[config.mk]
export PLATFORM = sky130hd
export DESIGN_NAME = flash_prog_seq
export DESIGN_NICKNAME = d
export VERILOG_FILES = /design/src/rtl/fps_pkg.sv /design/src/rtl/fps_bus_cycle.sv /design/src/rtl/fps_cmd_sel.sv /design/src/rtl/flash_prog_seq.sv
export SDC_FILE = /design/constraint.sdc
export NUM_CORES = 1
export LEC_CHECK = 0
export BUFFER_PORTS_ARGS = -buffer_cell sky130_fd_sc_hd__buf_2
export CAP_MARGIN = 30
export CORE_MARGIN = 4
export CORE_UTILIZATION = 50
export DETAILED_ROUTE_END_ITERATION = 10
export GPL_TIMING_DRIVEN = 0
export PLACE_DENSITY_LB_ADDON = 0.2
export RECOVER_POWER = 100
export SYNTH_ARGS = -nofsm -noshare
export SYNTH_HDL_FRONTEND = slang
export SYNTH_HIERARCHICAL = 1
export SYNTH_SLANG_ARGS = --single-unit
[constraint.sdc]
create_clock -name clk -period 2.4 [get_ports clk]
set_input_delay 0.36 -clock clk [delete_from_list [all_inputs] [get_ports clk]]
set_output_delay 0.36 -clock clk [all_outputs]
set_load 0.005 [all_outputs]
[src/rtl/fps_pkg.sv]
package fps_pkg;

  typedef enum logic [2:0] {
    PH_IDLE,
    PH_ENTRY,
    PH_PROG,
    PH_POLL,
    PH_RDRST,
    PH_EXIT,
    PH_DONE
  } phase_e;

  localparam logic [7:0] CMD_KEY1   = 8'hAA;
  localparam logic [7:0] CMD_KEY2   = 8'h55;
  localparam logic [7:0] CMD_WRITE  = 8'hA0;
  localparam logic [7:0] CMD_FASTON = 8'h20;
  localparam logic [7:0] CMD_FOFF1  = 8'h90;
  localparam logic [7:0] CMD_FOFF2  = 8'h00;
  localparam logic [7:0] CMD_READ   = 8'hF0;

  localparam logic [11:0] KEY_ADDR1 = 12'h555;
  localparam logic [11:0] KEY_ADDR2 = 12'h2AA;

  localparam int STAT_DONE_BIT = 7;
  localparam int STAT_FAIL_BIT = 5;

endpackage

[src/rtl/fps_bus_cycle.sv]
module fps_bus_cycle #(
  parameter int AW    = 22,
  parameter int DW    = 16,
  parameter int PULSE = 3
) (
  input  logic          clk,
  input  logic          rst_n,
  input  logic          go,
  input  logic          wr,
  input  logic [AW-1:0] addr_i,
  input  logic [DW-1:0] data_i,
  output logic          ready,
  output logic          ack,
  output logic [DW-1:0] rdata,
  output logic          bus_ce_n,
  output logic          bus_we_n,
  output logic          bus_oe_n,
  output logic [AW-1:0] bus_addr,
  output logic [DW-1:0] bus_dout,
  output logic          bus_drive,
  input  logic [DW-1:0] bus_din
);

  localparam int PW = (PULSE < 2) ? 1 : $clog2(PULSE);

  typedef enum logic [1:0] {B_IDLE, B_ACT, B_REC} bst_e;

  bst_e          st_q, st_n;
  logic [PW-1:0] cnt_q, cnt_n;
  logic [AW-1:0] a_q;
  logic [DW-1:0] d_q, rd_q;
  logic          wr_q;
  logic          take_en, samp_en;

  assign take_en = (st_q == B_IDLE) && go;
  assign samp_en = (st_q == B_ACT) && (cnt_q == '0) && !wr_q;

  always_comb begin
    st_n  = st_q;
    cnt_n = cnt_q;
    case (st_q)
      B_IDLE: if (go) begin
        st_n  = B_ACT;
        cnt_n = PW'(PULSE - 1);
      end
      B_ACT: begin
        if (cnt_q == '0) st_n = B_REC;
        else             cnt_n = cnt_q - PW'(1);
      end
      default: st_n = B_IDLE;
    endcase
  end

  always_ff @(posedge clk or negedge rst_n) begin
    if (!rst_n) begin
      st_q  <= B_IDLE;
      cnt_q <= '0;
      a_q   <= '0;
      d_q   <= '0;
      wr_q  <= 1'b0;
      rd_q  <= '0;
    end else begin
      st_q  <= st_n;
      cnt_q <= cnt_n;
      if (take_en) begin
        a_q  <= addr_i;
        d_q  <= data_i;
        wr_q <= wr;
      end
      if (samp_en) rd_q <= bus_din;
    end
  end

  assign ready     = (st_q == B_IDLE);
  assign ack       = (st_q == B_REC);
  assign rdata     = rd_q;
  assign bus_ce_n  = (st_q != B_ACT);
  assign bus_we_n  = !((st_q == B_ACT) && wr_q);
  assign bus_oe_n  = !((st_q == B_ACT) && !wr_q);
  assign bus_addr  = a_q;
  assign bus_dout  = d_q;
  assign bus_drive = (st_q != B_IDLE) && wr_q;

endmodule

[src/rtl/fps_cmd_sel.sv]
module fps_cmd_sel
  import fps_pkg::*;
#(
  parameter int AW = 22,
  parameter int DW = 16
) (
  input  phase_e        phase,
  input  logic [1:0]    step,
  input  logic [AW-1:0] waddr,
  input  logic [DW-1:0] wdata,
  output logic [AW-1:0] c_addr,
  output logic [DW-1:0] c_data,
  output logic          c_write
);

  function automatic logic [DW-1:0] widen(input logic [7:0] b);
    return DW'(b);
  endfunction

  always_comb begin
    c_addr  = '0;
    c_data  = '0;
    c_write = 1'b1;
    case (phase)
      PH_ENTRY, PH_PROG: begin
        case (step)
          2'd0: begin c_addr = AW'(KEY_ADDR1); c_data = widen(CMD_KEY1); end
          2'd1: begin c_addr = AW'(KEY_ADDR2); c_data = widen(CMD_KEY2); end
          2'd2: begin
            c_addr = AW'(KEY_ADDR1);
            c_data = widen((phase == PH_ENTRY) ? CMD_FASTON : CMD_WRITE);
          end
          default: begin c_addr = waddr; c_data = wdata; end
        endcase
      end
      PH_POLL: begin
        c_addr  = waddr;
        c_write = 1'b0;
      end
      PH_RDRST: c_data = widen(CMD_READ);
      PH_EXIT:  c_data = widen((step == 2'd0) ? CMD_FOFF1 : CMD_FOFF2);
      default: ;
    endcase
  end

endmodule

[src/rtl/flash_prog_seq.sv]
module flash_prog_seq
  import fps_pkg::*;
#(
  parameter int AW    = 22,
  parameter int DW    = 16,
  parameter int CW    = 8,
  parameter int PULSE = 3
) (
  input  logic          clk,
  input  logic          rst_n,
  input  logic          start,
  input  logic          fast_sel,
  input  logic [AW-1:0] base_addr,
  input  logic [CW-1:0] word_count,
  output logic [CW-1:0] src_idx,
  input  logic [AW-1:0] src_off,
  input  logic [DW-1:0] src_data,
  output logic          fl_ce_n,
  output logic          fl_we_n,
  output logic          fl_oe_n,
  output logic [AW-1:0] fl_addr,
  output logic [DW-1:0] fl_dq_out,
  output logic          fl_dq_oe,
  input  logic [DW-1:0] fl_dq_in,
  output logic          busy,
  output logic          done,
  output logic          error,
  output logic [AW-1:0] err_addr
);

  phase_e        ph_q, ph_n;
  logic [1:0]    step_q, step_n;
  logic [CW-1:0] idx_q, idx_n, cnt_q, cnt_n;
  logic [AW-1:0] base_q, base_n, eaddr_q, eaddr_n;
  logic          fast_q, fast_n, err_q, err_n, wait_q, wait_n;

  logic          bus_ph, go, ready, ack, c_write;
  logic [AW-1:0] waddr, c_addr;
  logic [DW-1:0] c_data, rdata;
  logic          word_ok, word_bad, last_word;
  logic [DW-1:0] unused_rd;

  assign waddr     = base_q + src_off;
  assign bus_ph    = (ph_q inside {PH_ENTRY, PH_PROG, PH_POLL, PH_RDRST, PH_EXIT});
  assign go        = bus_ph && !wait_q && ready;
  assign word_ok   = rdata[STAT_DONE_BIT] == src_data[STAT_DONE_BIT];
  assign word_bad  = !word_ok && rdata[STAT_FAIL_BIT];
  assign last_word = (idx_q == cnt_q - CW'(1));
  assign unused_rd = rdata;

  fps_cmd_sel #(.AW(AW), .DW(DW)) u_cmd (
    .phase(ph_q), .step(step_q), .waddr(waddr), .wdata(src_data),
    .c_addr(c_addr), .c_data(c_data), .c_write(c_write)
  );

  fps_bus_cycle #(.AW(AW), .DW(DW), .PULSE(PULSE)) u_bus (
    .clk(clk), .rst_n(rst_n), .go(go), .wr(c_write),
    .addr_i(c_addr), .data_i(c_data), .ready(ready), .ack(ack), .rdata(rdata),
    .bus_ce_n(fl_ce_n), .bus_we_n(fl_we_n), .bus_oe_n(fl_oe_n),
    .bus_addr(fl_addr), .bus_dout(fl_dq_out), .bus_drive(fl_dq_oe),
    .bus_din(fl_dq_in)
  );

  always_comb begin
    ph_n    = ph_q;
    step_n  = step_q;
    idx_n   = idx_q;
    cnt_n   = cnt_q;
    base_n  = base_q;
    eaddr_n = eaddr_q;
    fast_n  = fast_q;
    err_n   = err_q;
    wait_n  = wait_q;
    case (ph_q)
      PH_IDLE: if (start) begin
        fast_n = fast_sel;
        base_n = base_addr;
        cnt_n  = word_count;
        idx_n  = '0;
        err_n  = 1'b0;
        step_n = 2'd0;
        if (fast_sel)               ph_n = PH_ENTRY;
        else if (word_count == '0)  ph_n = PH_DONE;
        else                        ph_n = PH_PROG;
      end
      PH_DONE: ph_n = PH_IDLE;
      default: begin
        if (go) wait_n = 1'b1;
        if (ack) begin
          wait_n = 1'b0;
          step_n = step_q + 2'd1;
          case (ph_q)
            PH_ENTRY: if (step_q == 2'd2) begin
              ph_n   = (cnt_q == '0) ? PH_EXIT : PH_PROG;
              step_n = (cnt_q == '0) ? 2'd0 : 2'd2;
            end
            PH_PROG: if (step_q == 2'd3) ph_n = PH_POLL;
            PH_POLL: begin
              step_n = 2'd0;
              if (word_ok) begin
                if (last_word) ph_n = fast_q ? PH_EXIT : PH_DONE;
                else begin
                  idx_n  = idx_q + CW'(1);
                  ph_n   = PH_PROG;
                  step_n = fast_q ? 2'd2 : 2'd0;
                end
              end else if (word_bad) begin
                eaddr_n = waddr;
                ph_n    = PH_RDRST;
              end
            end
            PH_RDRST: begin
              err_n  = 1'b1;
              step_n = 2'd0;
              ph_n   = fast_q ? PH_EXIT : PH_DONE;
            end
            default: if (step_q == 2'd1) ph_n = PH_DONE;
          endcase
        end
      end
    endcase
  end

  always_ff @(posedge clk or negedge rst_n) begin
    if (!rst_n) begin
      ph_q    <= PH_IDLE;
      step_q  <= 2'd0;
      idx_q   <= '0;
      cnt_q   <= '0;
      base_q  <= '0;
      eaddr_q <= '0;
      fast_q  <= 1'b0;
      err_q   <= 1'b0;
      wait_q  <= 1'b0;
    end else begin
      ph_q    <= ph_n;
      step_q  <= step_n;
      idx_q   <= idx_n;
      cnt_q   <= cnt_n;
      base_q  <= base_n;
      eaddr_q <= eaddr_n;
      fast_q  <= fast_n;
      err_q   <= err_n;
      wait_q  <= wait_n;
    end
  end

  assign src_idx  = idx_q;
  assign busy     = (ph_q != PH_IDLE);
  assign done     = (ph_q == PH_DONE);
  assign error    = err_q;
  assign err_addr = eaddr_q;

endmodule

# ---- Yosys cells after proc, flatten, opt, wreduce, memory -nomap -nowiden
# Cells that the tools add are included.
# Widths: inputs -> output; s select.
dict set report op_classes {
  add_sub_neg 5
  multipliers 0
  div_mod_pow 0
  n_lt_le_gt_ge 0
  eq_ne 22
  shift 0
  muxes 48
  bitwise 3
  reduce_logical 43
}
# operator n
set ops {}
lappend ops {{$pmux 16 s3} 2}
lappend ops {{$pmux 22 s2} 2}
lappend ops {{$mux 8} 7}
lappend ops {{$mux 3} 11}
lappend ops {{$mux 2} 12}
lappend ops {{$add 22x22->22} 1}
lappend ops {{$logic_not 8->1} 2}
lappend ops {{$pmux 8 s2} 1}
lappend ops {{$reduce_bool 2->1} 7}
lappend ops {{$pmux 2 s2} 3}
lappend ops {{$pmux 3 s4} 1}
lappend ops {{$reduce_and 6->1} 2}
lappend ops {{$eq 3x3->1 const B} 3}
lappend ops {{$logic_and 1x1->1} 9}
lappend ops {{$add 8x1->8 const B} 1}
lappend ops {{$eq 8x8->1} 1}
lappend ops {{$ne 2x1->1 const B} 4}
lappend ops {{$ne 4x2->1 const B} 2}
lappend ops {{$sub 8x1->8 const B} 1}
lappend ops {{$reduce_bool 7->1} 1}
lappend ops {{$eq 2x2->1 const B} 3}
lappend ops {{$eq 3x2->1 const B} 2}
lappend ops {{$logic_not 2->1} 3}
lappend ops {{$mux 1} 6}
lappend ops {{20 further kinds} 34}
dict set report word_totals {
  ff_bits 119
  latchBits 0
  ramBits 0
  romBits 0
  inputBits 88
  out_inout_bits 75
  elab_cells 136
  n_memories 0
}

# ---- Longest topological paths before layout
# Gate-level depths: netlist (run 1).
dict set report logic_depth {
  ltp_word 8
  ltp_mapped 12
  mapped_depth_nobuf 12
}

# ---- Hierarchy
# Netlist (run 1), hierarchy kept.
# module instances cells_per_inst area_per_inst_um2 seq_area_each_um2
set modules_own_cells {}
lappend modules_own_cells {flash_prog_seq 1 524 4481.8 1701.6}
lappend modules_own_cells {fps_bus_cycle 1 144 2363.5 1476.4}
lappend modules_own_cells {fps_cmd_sel 1 85 566.8 0.0}

# ---- Worst setup path after synthesis (run 1)
# No wires, ideal clock.
dict set report synth_path {
  path_kind {input port to flip-flop}
  start {in src_off[0]}
  end {reg u_bus.a_q[18] (netlist: u_bus/bus_addr[18])}
  setup_time_ns 0.125
  t_arrival_ns 2.433
  path_slack_ns -0.158
  cell_stages 12
  n_path_buf 0
  path_cell_list {ha_1 -> inv_1 -> fa_1 -> nand2b_1 -> a21oi_1 -> o41ai_2 -> o31ai_1 -> a21oi_1 -> o21bai_1 -> xor2_1 -> nor3b_1 -> mux2_2}
}
dict set report synth_between {
  elab_chain_len 3
}
# item line_no
set synth_lines {}
lappend synth_lines {{from (decl)} flash_prog_seq.sv:16} ;# input logic [AW-1:0] src_off,
lappend synth_lines {{$add 22x22->22 (*)} flash_prog_seq.sv:43} ;# assign waddr = base_q + src_off;
lappend synth_lines {{net waddr[18]} flash_prog_seq.sv:38} ;# logic [AW-1:0] waddr, c_addr;
lappend synth_lines {{$pmux 22 s2} fps_cmd_sel.sv:26} ;# case (step)
lappend synth_lines {{$pmux 22 s2 (*)} fps_cmd_sel.sv:24} ;# case (phase)
lappend synth_lines {{net c_addr[18]} flash_prog_seq.sv:38}
lappend synth_lines {{to (signal assigned)} fps_bus_cycle.sv:66} ;# a_q <= addr_i;
lappend synth_lines {{to (decl)} fps_bus_cycle.sv:30} ;# logic [AW-1:0] a_q;
# The timed path passes the listed nets; every way through them passes the cells marked *.
# A chain may end at the register's enable or synchronous reset.

# ---- Final worst setup path (run 1)
dict set report layout_path {
  start {reg base_q[7]}
  end {reg u_bus.a_q[17] (netlist: u_bus/bus_addr[17])}
}
dict set report layout_between {
  elab_chain_len 3
}
# item line_no
set layout_lines {}
lappend layout_lines {{from (decl)} flash_prog_seq.sv:34} ;# logic [AW-1:0] base_q, base_n, eaddr_q, eaddr_n;
lappend layout_lines {{from (signal assigned)} flash_prog_seq.sv:140} ;# base_q <= base_n;
lappend layout_lines {{$add 22x22->22 (*)} flash_prog_seq.sv:43}
lappend layout_lines {{net waddr[17]} flash_prog_seq.sv:38}
lappend layout_lines {{$pmux 22 s2} fps_cmd_sel.sv:26}
lappend layout_lines {{$pmux 22 s2 (*)} fps_cmd_sel.sv:24}
lappend layout_lines {{net c_addr[17]} flash_prog_seq.sv:38}
# Marks and branches as above.

==> results.toml, run 1 <==
[timing]
finalSetupViolCount = 39
holdWs_ps = 120
hold_violations = 0
finalCriticalPeriod_ps = 2620
slew_viol_final = 60
rsz0062_at_grt = "true"
slew_headroom_pct = -1.61
fin_skew_ps = 11.6
setup_slack_ps = -223
finalCritPeriodShare_pct = 109
fmax_mhz = 381
worstMarginPinSlew_ps = 1520

[global_route]
grt_max_degree = 60
use_met2_pct = 44.5
grt_pass1_vias = 6374
use_met3_pct = 5.67
busiest_layer = "met2"
grtUsageMet1_pct = 30.9
gr-usage-all-layers_pct = 25.5
grt_pass1_wl_um = 32200
antenna_found_initial = 0
grt-ovfl-total = 0

[routing]
drtPass1Iterations = 5
routed_via_density = 5.63
route.detailed.drc = 0
drtIter0Drc = 398
antenna_left = 0
wirelength_um = 20700
vias = 6273
routedWlPerCell_um = 18.6

[run_status]
violations = "max-capacitance violations, max-slew violations, negative setup slack"
status = "finished, violations left"

[floorplanning]
start_util_pct = 51.5
dieWidth_um = 125
die_y_um = 125
row_count = 42
core_area_um2 = 13300
ios = 163
fp.dieArea_um2 = 15700

[finish]
syn_to_final_growth_pct = 31.5
final_layout_size_suffix_gt1_share_pct = 34.2
finalNetCount = 1043
diodes = 0
fin_area_um2 = 9040

[cts]
h-tree-depth = 4
clk_pin_slew_worst_paths_ps = 60
clock-sinks = 113
cts_hold_buf = 0
cts_buffers = 17
clk_path_buf_depth = 2
worstSkewPairLatency_ps = 430
cts_tree = "done"
cts-root-buf = "clkbuf_16"

[power]
powerDensity_nw_per_um2 = 1290
p_leak_nw = 4.41
finalPower_mw = 11.6
ir_drop_mv = 0.525

[worst_setup_path]
crit_type = "reg -> reg"
cp_top_family = "compound AO/OA/AOI/OAI gates"
cp-end-kind = "flip-flop"
slowest_stage = "dfrtp_1"
rr_worst_depth = 10
crit_chain = "ha_4 > a21o_1 > a221o_1 > a21oi_2 > buf_4 > nand3_1 > a31o_2 > xor2_2 > nor3b_2 > mux2_4"
startpoint_type = "flip-flop"
slowest_delay_ps = 410
required_ps = 2710
arrival_ps = 2930
crit_fanout = 4
crit_buf_inv = 1
crit_cells = 10

[synthesis]
syn_avg_cell_area_um2 = 9.48
syn_nets = 843
syn_inst = 725
yosys_warnings = 6
syn_area_um2 = 6870

[job]
drv_cap = 1

[placement]
dp_hpwl_um = 14200
routabilityCongestion = 0.905
place_area_um2 = 7940
port_buffers = 148

[min_path]
hold_class = "in -> reg"
min_path_cells = 3
-- cells in the final DEF, fill, tap and decap left out, drive strengths merged, types with 6 or more instances in the layout --
master and instances:
xor2 14, a21oi 34, buf 147, nor3b 12
nand3b 6, nor2 33, clkbuf 84, a21o 6
ha 29, dfrtp 113, nand3 18, inv 27
and2 10, nand4 8, and3 12, mux2i 8
nand2 148, mux2 53, o21ai 33, o21a 15
nand2b 15, xnor2 19, nor3 12
-- final cells by class --
| class | count | area [µm²] |
|---|---|---|
| well taps | 176 | 220 |
| multi-input cells | 557 | 4150 |
| clock inverters | 13 | 149 |
| repair buffers | 181 | 946 |
| flip-flops and latches | 113 | 2830 |
| inverters | 23 | 87.6 |
| plain buffers | 32 | 200 |
| clock buffers | 19 | 453 |
| fillers | 1102 | 4310 |
-- sequential cells by signal, indices dropped and copies added (netlist names) --
signal,flops
u_bus/bus_addr,22
u_bus/st_q,2
wait_q,1
u_bus/cnt_q,2
fast_q,1
ph_q,3
base_q,22
step_q,2
cnt_q,8
u_bus/rdata,2
u_bus/bus_dout,16
src_idx,8
error,1
u_bus/wr_q,1
err_addr,22
-- worst paths after layout --
| check | slack, ps | end | from |
|---|---|---|---|
| max in group asynchronous | 430 | ph_q[1]$_DFFE_PN0P_ | rst_n |
| hold reg to reg | 490 | err_addr[3]$_DFFE_PN0P_ | err_addr[3]$_DFFE_PN0P_ |
| hold / removal | 120 | base_q[5]$_DFFE_PN0P_ | base_addr[5] |
| setup / recovery | -220 | u_bus/bus_addr[17]$_DFFE_PN0P_ | base_q[7]$_DFFE_PN0P_ |
| min in group asynchronous | 310 | base_q[19]$_DFFE_PN0P_ | rst_n |
| setup reg to reg | -220 | u_bus/bus_addr[17]$_DFFE_PN0P_ | base_q[7]$_DFFE_PN0P_ |
-- timing repair --
action	CTS	global route
setup endpoints to repair	58	85
resized for setup	42	51
pin swaps	13	17
setup buffers	22	13
-- power by group --
| group | total [mW] | internal (mW) | switching, mW |
|---|---|---|---|
| clock | 2.58 | 1.60 | 0.986 |
| sequential | 3.10 | 2.54 | 0.555 |
| combinational | 5.97 | 2.81 | 3.16 |
| total | 11.6 | 6.95 | 4.70 |
-- stage by stage --
stage | cells | util [%] | setup WS, ps | setup TNS (ps)
3_3_place_gp | 1049 | 59.3 | -627 | -61750
5_1_grt | 1114 | 67.7 | -325 | -12940
4_1_cts | 1104 | 66.8 | -176 | -1160
3_5_place_dp | 1050 | 59.5 | -627 | -22480
6_report | 1114 | 67.7 | -223 | -3280
2_1_floorplan | 725 | - | -93.4 | -93.4
-- metal layers --
metal	vias up	wire length [µm]	part of all wire [%]
met5	-	0	0
met4	0	706	3.4
met3	47	1160	5.6
met2	225	10500	51
met1	3069	8340	40
li1	2932	-	-
-- worst register-to-register path: cells and delay by family (launching register included) --
family,cells,cell delay (ps)
AOI/OAI and AO/OA,4,1030
xor gates and xnor gates,1,160
adders and majority gates,1,250
buffers and inverters,1,150
DFF,1,410
muxes,1,280
and+or+nand+nor,2,230
Note: power is estimated with default switching activity, not from simulation.
==> inputs of run 2 (changes only) <==
==> constraint.sdc (replaced) <==
create_clock -name clk -period 2.2 [get_ports clk]
set_input_delay 0.33 -clock clk [delete_from_list [all_inputs] [get_ports clk]]
set_output_delay 0.33 -clock clk [all_outputs]
set_load 0.005 [all_outputs]
==> results.toml, run 2 (synthesis results as in run 1) <==
[routing]
vias = 6408
routedWlPerCell_um = 18.4
antenna_left = 0
drtPass1Iterations = 5
routed_via_density = 5.64
drtIter0Drc = 409
route.detailed.drc = 0
wirelength_um = 21000

[placement]
port_buffers = 148
dp_hpwl_um = 14100
routabilityCongestion = 0.901
pre_cts_ws_ps = -631

[global_route]
antenna_found_initial = 0
grt_max_degree = 64
use_met3_pct = 5.54
grt_pass1_wl_um = 32400
grtUsageMet1_pct = 31.7
grt_pass1_vias = 6366
use_met2_pct = 44.2
grt-ovfl-total = 0
busiest_layer = "met2"
gr-usage-all-layers_pct = 25.6

[cts]
h-tree-depth = 4
clock-sinks = 113
cts_tree = "done"
worstSkewPairLatency_ps = 420
cts_buffers = 17
cts-root-buf = "clkbuf_16"
clk_path_buf_depth = 2
clk_pin_slew_worst_paths_ps = 60

[worst_setup_path]
arrival_ps = 2960
startpoint_type = "flip-flop"
required_ps = 2500
crit_fanout = 3
cp-end-kind = "flip-flop"
crit_type = "reg -> reg"

[run_status]
violations = "negative setup slack"
status = "finished, violations left"

[job]
drv_cap = 0

[timing]
slew_viol_final = 0
tns_ps = -15010
worstMarginPinSlew_ps = 1310
slew_headroom_pct = 12.5
hold_violations = 0
finalCritPeriodShare_pct = 121
fmax_mhz = 376
rsz0062_at_grt = "true"
finalSetupViolCount = 94
setup_slack_ps = -460
fin_skew_ps = 9.33
finalCriticalPeriod_ps = 2660

[power]
power_switching_mw = 5.21
power.share.combinational_pct = 53.1
seq_power_share_pct = 25.3
ir_drop_mv = 0.630
swShare_pct = 38.7
pwr-share-clk_pct = 21.7
internal_power_mw = 8.23
finalPower_mw = 13.4
p_leak_nw = 4.64
powerDensity_nw_per_um2 = 1400

[finish]
final_cell_mix = "nand2_1, buf_2, dfrtp_1"
multiInputGateArea_um2 = 4380
final.fill_count = 1013
diodes = 0
layout_commonest_cell = "nand2_1"
register_area_um2 = 2830
finalNetCount = 1069
final_layout_size_suffix_gt1_share_pct = 38.0
syn_to_final_growth_pct = 39.2

[floorplanning]
ios = 163
row_count = 42
fp.dieArea_um2 = 15700
start_util_pct = 51.5
dieWidth_um = 125
die_y_um = 125
core_area_um2 = 13300

[min_path]
hold_class = "in -> reg"
run 2: final cells by class:
class,instances,share of cell area [%]
clock buffers,19,4.73
multi-input cells,557,45.8
plain buffers,32,2.63
well taps,176,2.30
clock inverters,10,1.66
repair buffers,207,12.4
flip-flops and latches,113,29.6
inverters,23,0.928
run 2: power by group through the flow:
stage	Combinational (mW)	Clock, mW	Sequential, mW
global placement	5.33	0	3.37
CTS	6.50	2.93	3.37
detailed placement	5.47	0	3.40
floorplan	3.89	0	3.28
global route	7.68	3.04	3.49
finish	7.13	2.91	3.39
run 2: per-stage QoR:
stage,instances,util [%],area [µm²],hold WS [ps]
after detailed placement,1050,59.9,7990,423
after floorplan,725,-,7000,34.4
after global placement,1049,59.6,7960,468
final,1137,71.7,9570,99.1
after global routing,1137,71.7,9570,107
after CTS,1115,69.6,9290,91.8
run 2: worst max-delay path, stage by stage, from the launching register on:
cell	delay [ps]
dfrtp_1	430
inv_1	120
fa_2	370
nand2b_4	160
a21oi_4	190
o41ai_4	110
o31ai_4	300
a21oi_2	120
o21bai_1	180
xor2_1	120
nor3b_2	170
mux2_4	270
run 2: final timing paths:
path / from / cells after the start / slack, ps / endpoint
max: base_q[1]$_DFFE_PN0P_ / 11 / -460 / u_bus/bus_addr[18]$_DFFE_PN0P_
min: base_addr[8] / 3 / 100 / base_q[8]$_DFFE_PN0P_
max reg2reg: base_q[1]$_DFFE_PN0P_ / 11 / -460 / u_bus/bus_addr[18]$_DFFE_PN0P_
min reg2reg: base_q[4]$_DFFE_PN0P_ / 2 / 490 / base_q[4]$_DFFE_PN0P_
max in group asynchronous: rst_n / 3 / 280 / u_bus/bus_dout[6]$_DFFE_PN0P_
min in group asynchronous: rst_n / 2 / 730 / base_q[11]$_DFFE_PN0P_
run 2: what timing repair did:
item | CTS | global route
endpoints found under the hold margin | 50 | 0
gates resized for setup | 88 | 65
buffers inserted | 34 | 23
cloned | 1 | 2
setup endpoints to repair | 101 | 81
hold buffers | 1 | 0
pin swaps | 27 | 25
run 2: per-layer routing:
layer,vias to the layer above,part of all wire [%]
met4,0,2.8
met5,-,0
li1,2986,-
met2,247,51
met1,3136,40
met3,39,6.1
==> inputs of run 3 (changes only) <==
--- a/config.mk
+++ b/config.mk
@@ -17,3 +17,4 @@
 export SYNTH_HDL_FRONTEND = slang
 export SYNTH_HIERARCHICAL = 1
 export SYNTH_SLANG_ARGS = --single-unit
+export TNS_END_PERCENT = 50
==> constraint.sdc (replaced) <==
create_clock -name clk -period 2.6 [get_ports clk]
set_input_delay 0.39 -clock clk [delete_from_list [all_inputs] [get_ports clk]]
set_output_delay 0.39 -clock clk [all_outputs]
set_load 0.005 [all_outputs]
==> results.toml, run 3 (synthesis results as in run 1) <==
[finish]
final_layout_size_suffix_gt1_share_pct = 29.8
finalNetCount = 1025
final_cell_mix = "nand2_1, dfrtp_1, buf_2"
syn_to_final_growth_pct = 26.2
layout_commonest_cell = "nand2_1"
diodes = 0
final.fill_count = 1147
finalCoreUtilization_pct = 65.0

[worst_setup_path]
crit_type = "reg -> reg"
crit_fanout = 3
slowest_stage = "dfrtp_1"
arrival_ps = 2890
required_ps = 2900
cp-end-kind = "flip-flop"
slowest_delay_ps = 350
r2r_setup_slack_ps = 10
startpoint_type = "flip-flop"
crit_chain = "ha_2 > inv_2 > fa_2 > nand2b_4 > a21oi_4 > o41ai_4 > o31ai_2 > buf_4 > a21oi_2 > o21bai_1 > xor2_1 > nor3b_2 > mux2_4"

[cts]
clock-sinks = 113
clk_path_buf_depth = 2
cts-root-buf = "clkbuf_16"
cts_tree = "done"
clk_pin_slew_worst_paths_ps = 50
cts_buffers = 17
worstSkewPairLatency_ps = 420
h-tree-depth = 4

[timing]
finalSetupViolCount = 0
worstMarginPinSlew_ps = 1030
slew_headroom_pct = 31.2
slew_viol_final = 0
fmax_mhz = 387
rsz0062_at_grt = "true"
tns_ps = 0
finalCriticalPeriod_ps = 2590
fin_skew_ps = 5.16
hold_violations = 0
finalCritPeriodShare_pct = 99.5

[floorplanning]
core_area_um2 = 13300
fp.dieArea_um2 = 15700
die_y_um = 125
dieWidth_um = 125
ios = 163
row_count = 42
start_util_pct = 51.5

[routing]
routed_via_density = 5.51
drtPass1Iterations = 5
vias = 6043
antenna_left = 0
drtIter0Drc = 361
routedWlPerCell_um = 17.5
wirelength_um = 19200
route.detailed.drc = 0

[global_route]
grt-ovfl-total = 0
grt_pass1_vias = 6243
grt_max_degree = 74
grt_pass1_wl_um = 31300
gr-usage-all-layers_pct = 24.8
antenna_found_initial = 0

[placement]
routabilityCongestion = 0.871
dp_hpwl_um = 14100
port_buffers = 148

[power]
p_leak_nw = 4.25
ir_drop_mv = 0.524
powerDensity_nw_per_um2 = 1150

[job]
drv_cap = 0

[run_status]
status = "finished clean"

[min_path]
hold_class = "in -> reg"
[run 3: per-layer routing]
layer / global-route usage (%) / part of all wire [%] / vias to the layer above
met5: 0 / 0 / -
met4: 7.27 / 1.7 / 0
met3: 5.42 / 4.6 / 26
met2: 43.6 / 51 / 172
met1: 30.6 / 42 / 2946
li1: - / - / 2899
[run 3: final timing paths]
kind,start,endpoint,cells past startpoint
max in group asynchronous,rst_n,u_bus/bus_dout[6]$_DFFE_PN0P_,3
min in group asynchronous,rst_n,base_q[20]$_DFFE_PN0P_,2
worst min-delay path,base_addr[12],base_q[12]$_DFFE_PN0P_,3
worst max register to register,base_q[0]$_DFFE_PN0P_,u_bus/bus_addr[18]$_DFFE_PN0P_,13
worst max-delay path,base_q[0]$_DFFE_PN0P_,u_bus/bus_addr[18]$_DFFE_PN0P_,13
worst min register to register,err_addr[0]$_DFFE_PN0P_,err_addr[0]$_DFFE_PN0P_,2
[run 3: power breakdown]
group,switching [mW],internal [mW],total [mW]
clock,0.890,1.35,2.24
sequential,0.509,2.35,2.85
combinational,2.63,2.26,4.89
total,4.02,5.95,9.98
[run 3: worst max-delay path: cells and delay by family, from the launching register on]
kind	cells	cell delay [ps]
AOI/OAI and AO/OA	5	680
adders and majority gates	2	520
DFF	1	350
and+or+nand+nor	2	320
muxes	1	280
buffers and inverters	2	200
xor gates and xnor gates	1	110
[run 3: metrics by stage]
stage	setup WS (ps)	instances	area, µm²	hold WS (ps)	power [mW]
finish	12.8	1096	8680	161	9.98
global route	-150	1096	8680	150	10.7
CTS	-48.3	1089	8610	151	9.82
detailed placement	-709	1050	7870	420	7.34
global placement	-758	1049	7840	455	7.19
floorplan	12.1	725	6870	94.4	5.92
[run 3: what timing repair did]
item / CTS / global route
endpoints found under the hold margin: 40 / 0
pin swaps: 5 / 10
gates cloned: 0 / 0
hold buffers: 1 / 0
resized for setup: 24 / 29
buffers inserted: 6 / 7
endpoints found under the setup margin: 42 / 45
[run 3: final cells by class]
| cell class | count | area [µm²] | area share, % |
|---|---|---|---|
| buffer | 32 | 206 | 2.38 |
| inverter | 23 | 87.6 | 1.01 |
| clock inverter | 14 | 128 | 1.47 |
| tap | 176 | 220 | 2.54 |
| multi-input combinational | 557 | 3960 | 45.6 |
| sequential | 113 | 2830 | 32.6 |
| timing repair buffer | 163 | 807 | 9.30 |
| clock buffer | 18 | 439 | 5.06 |
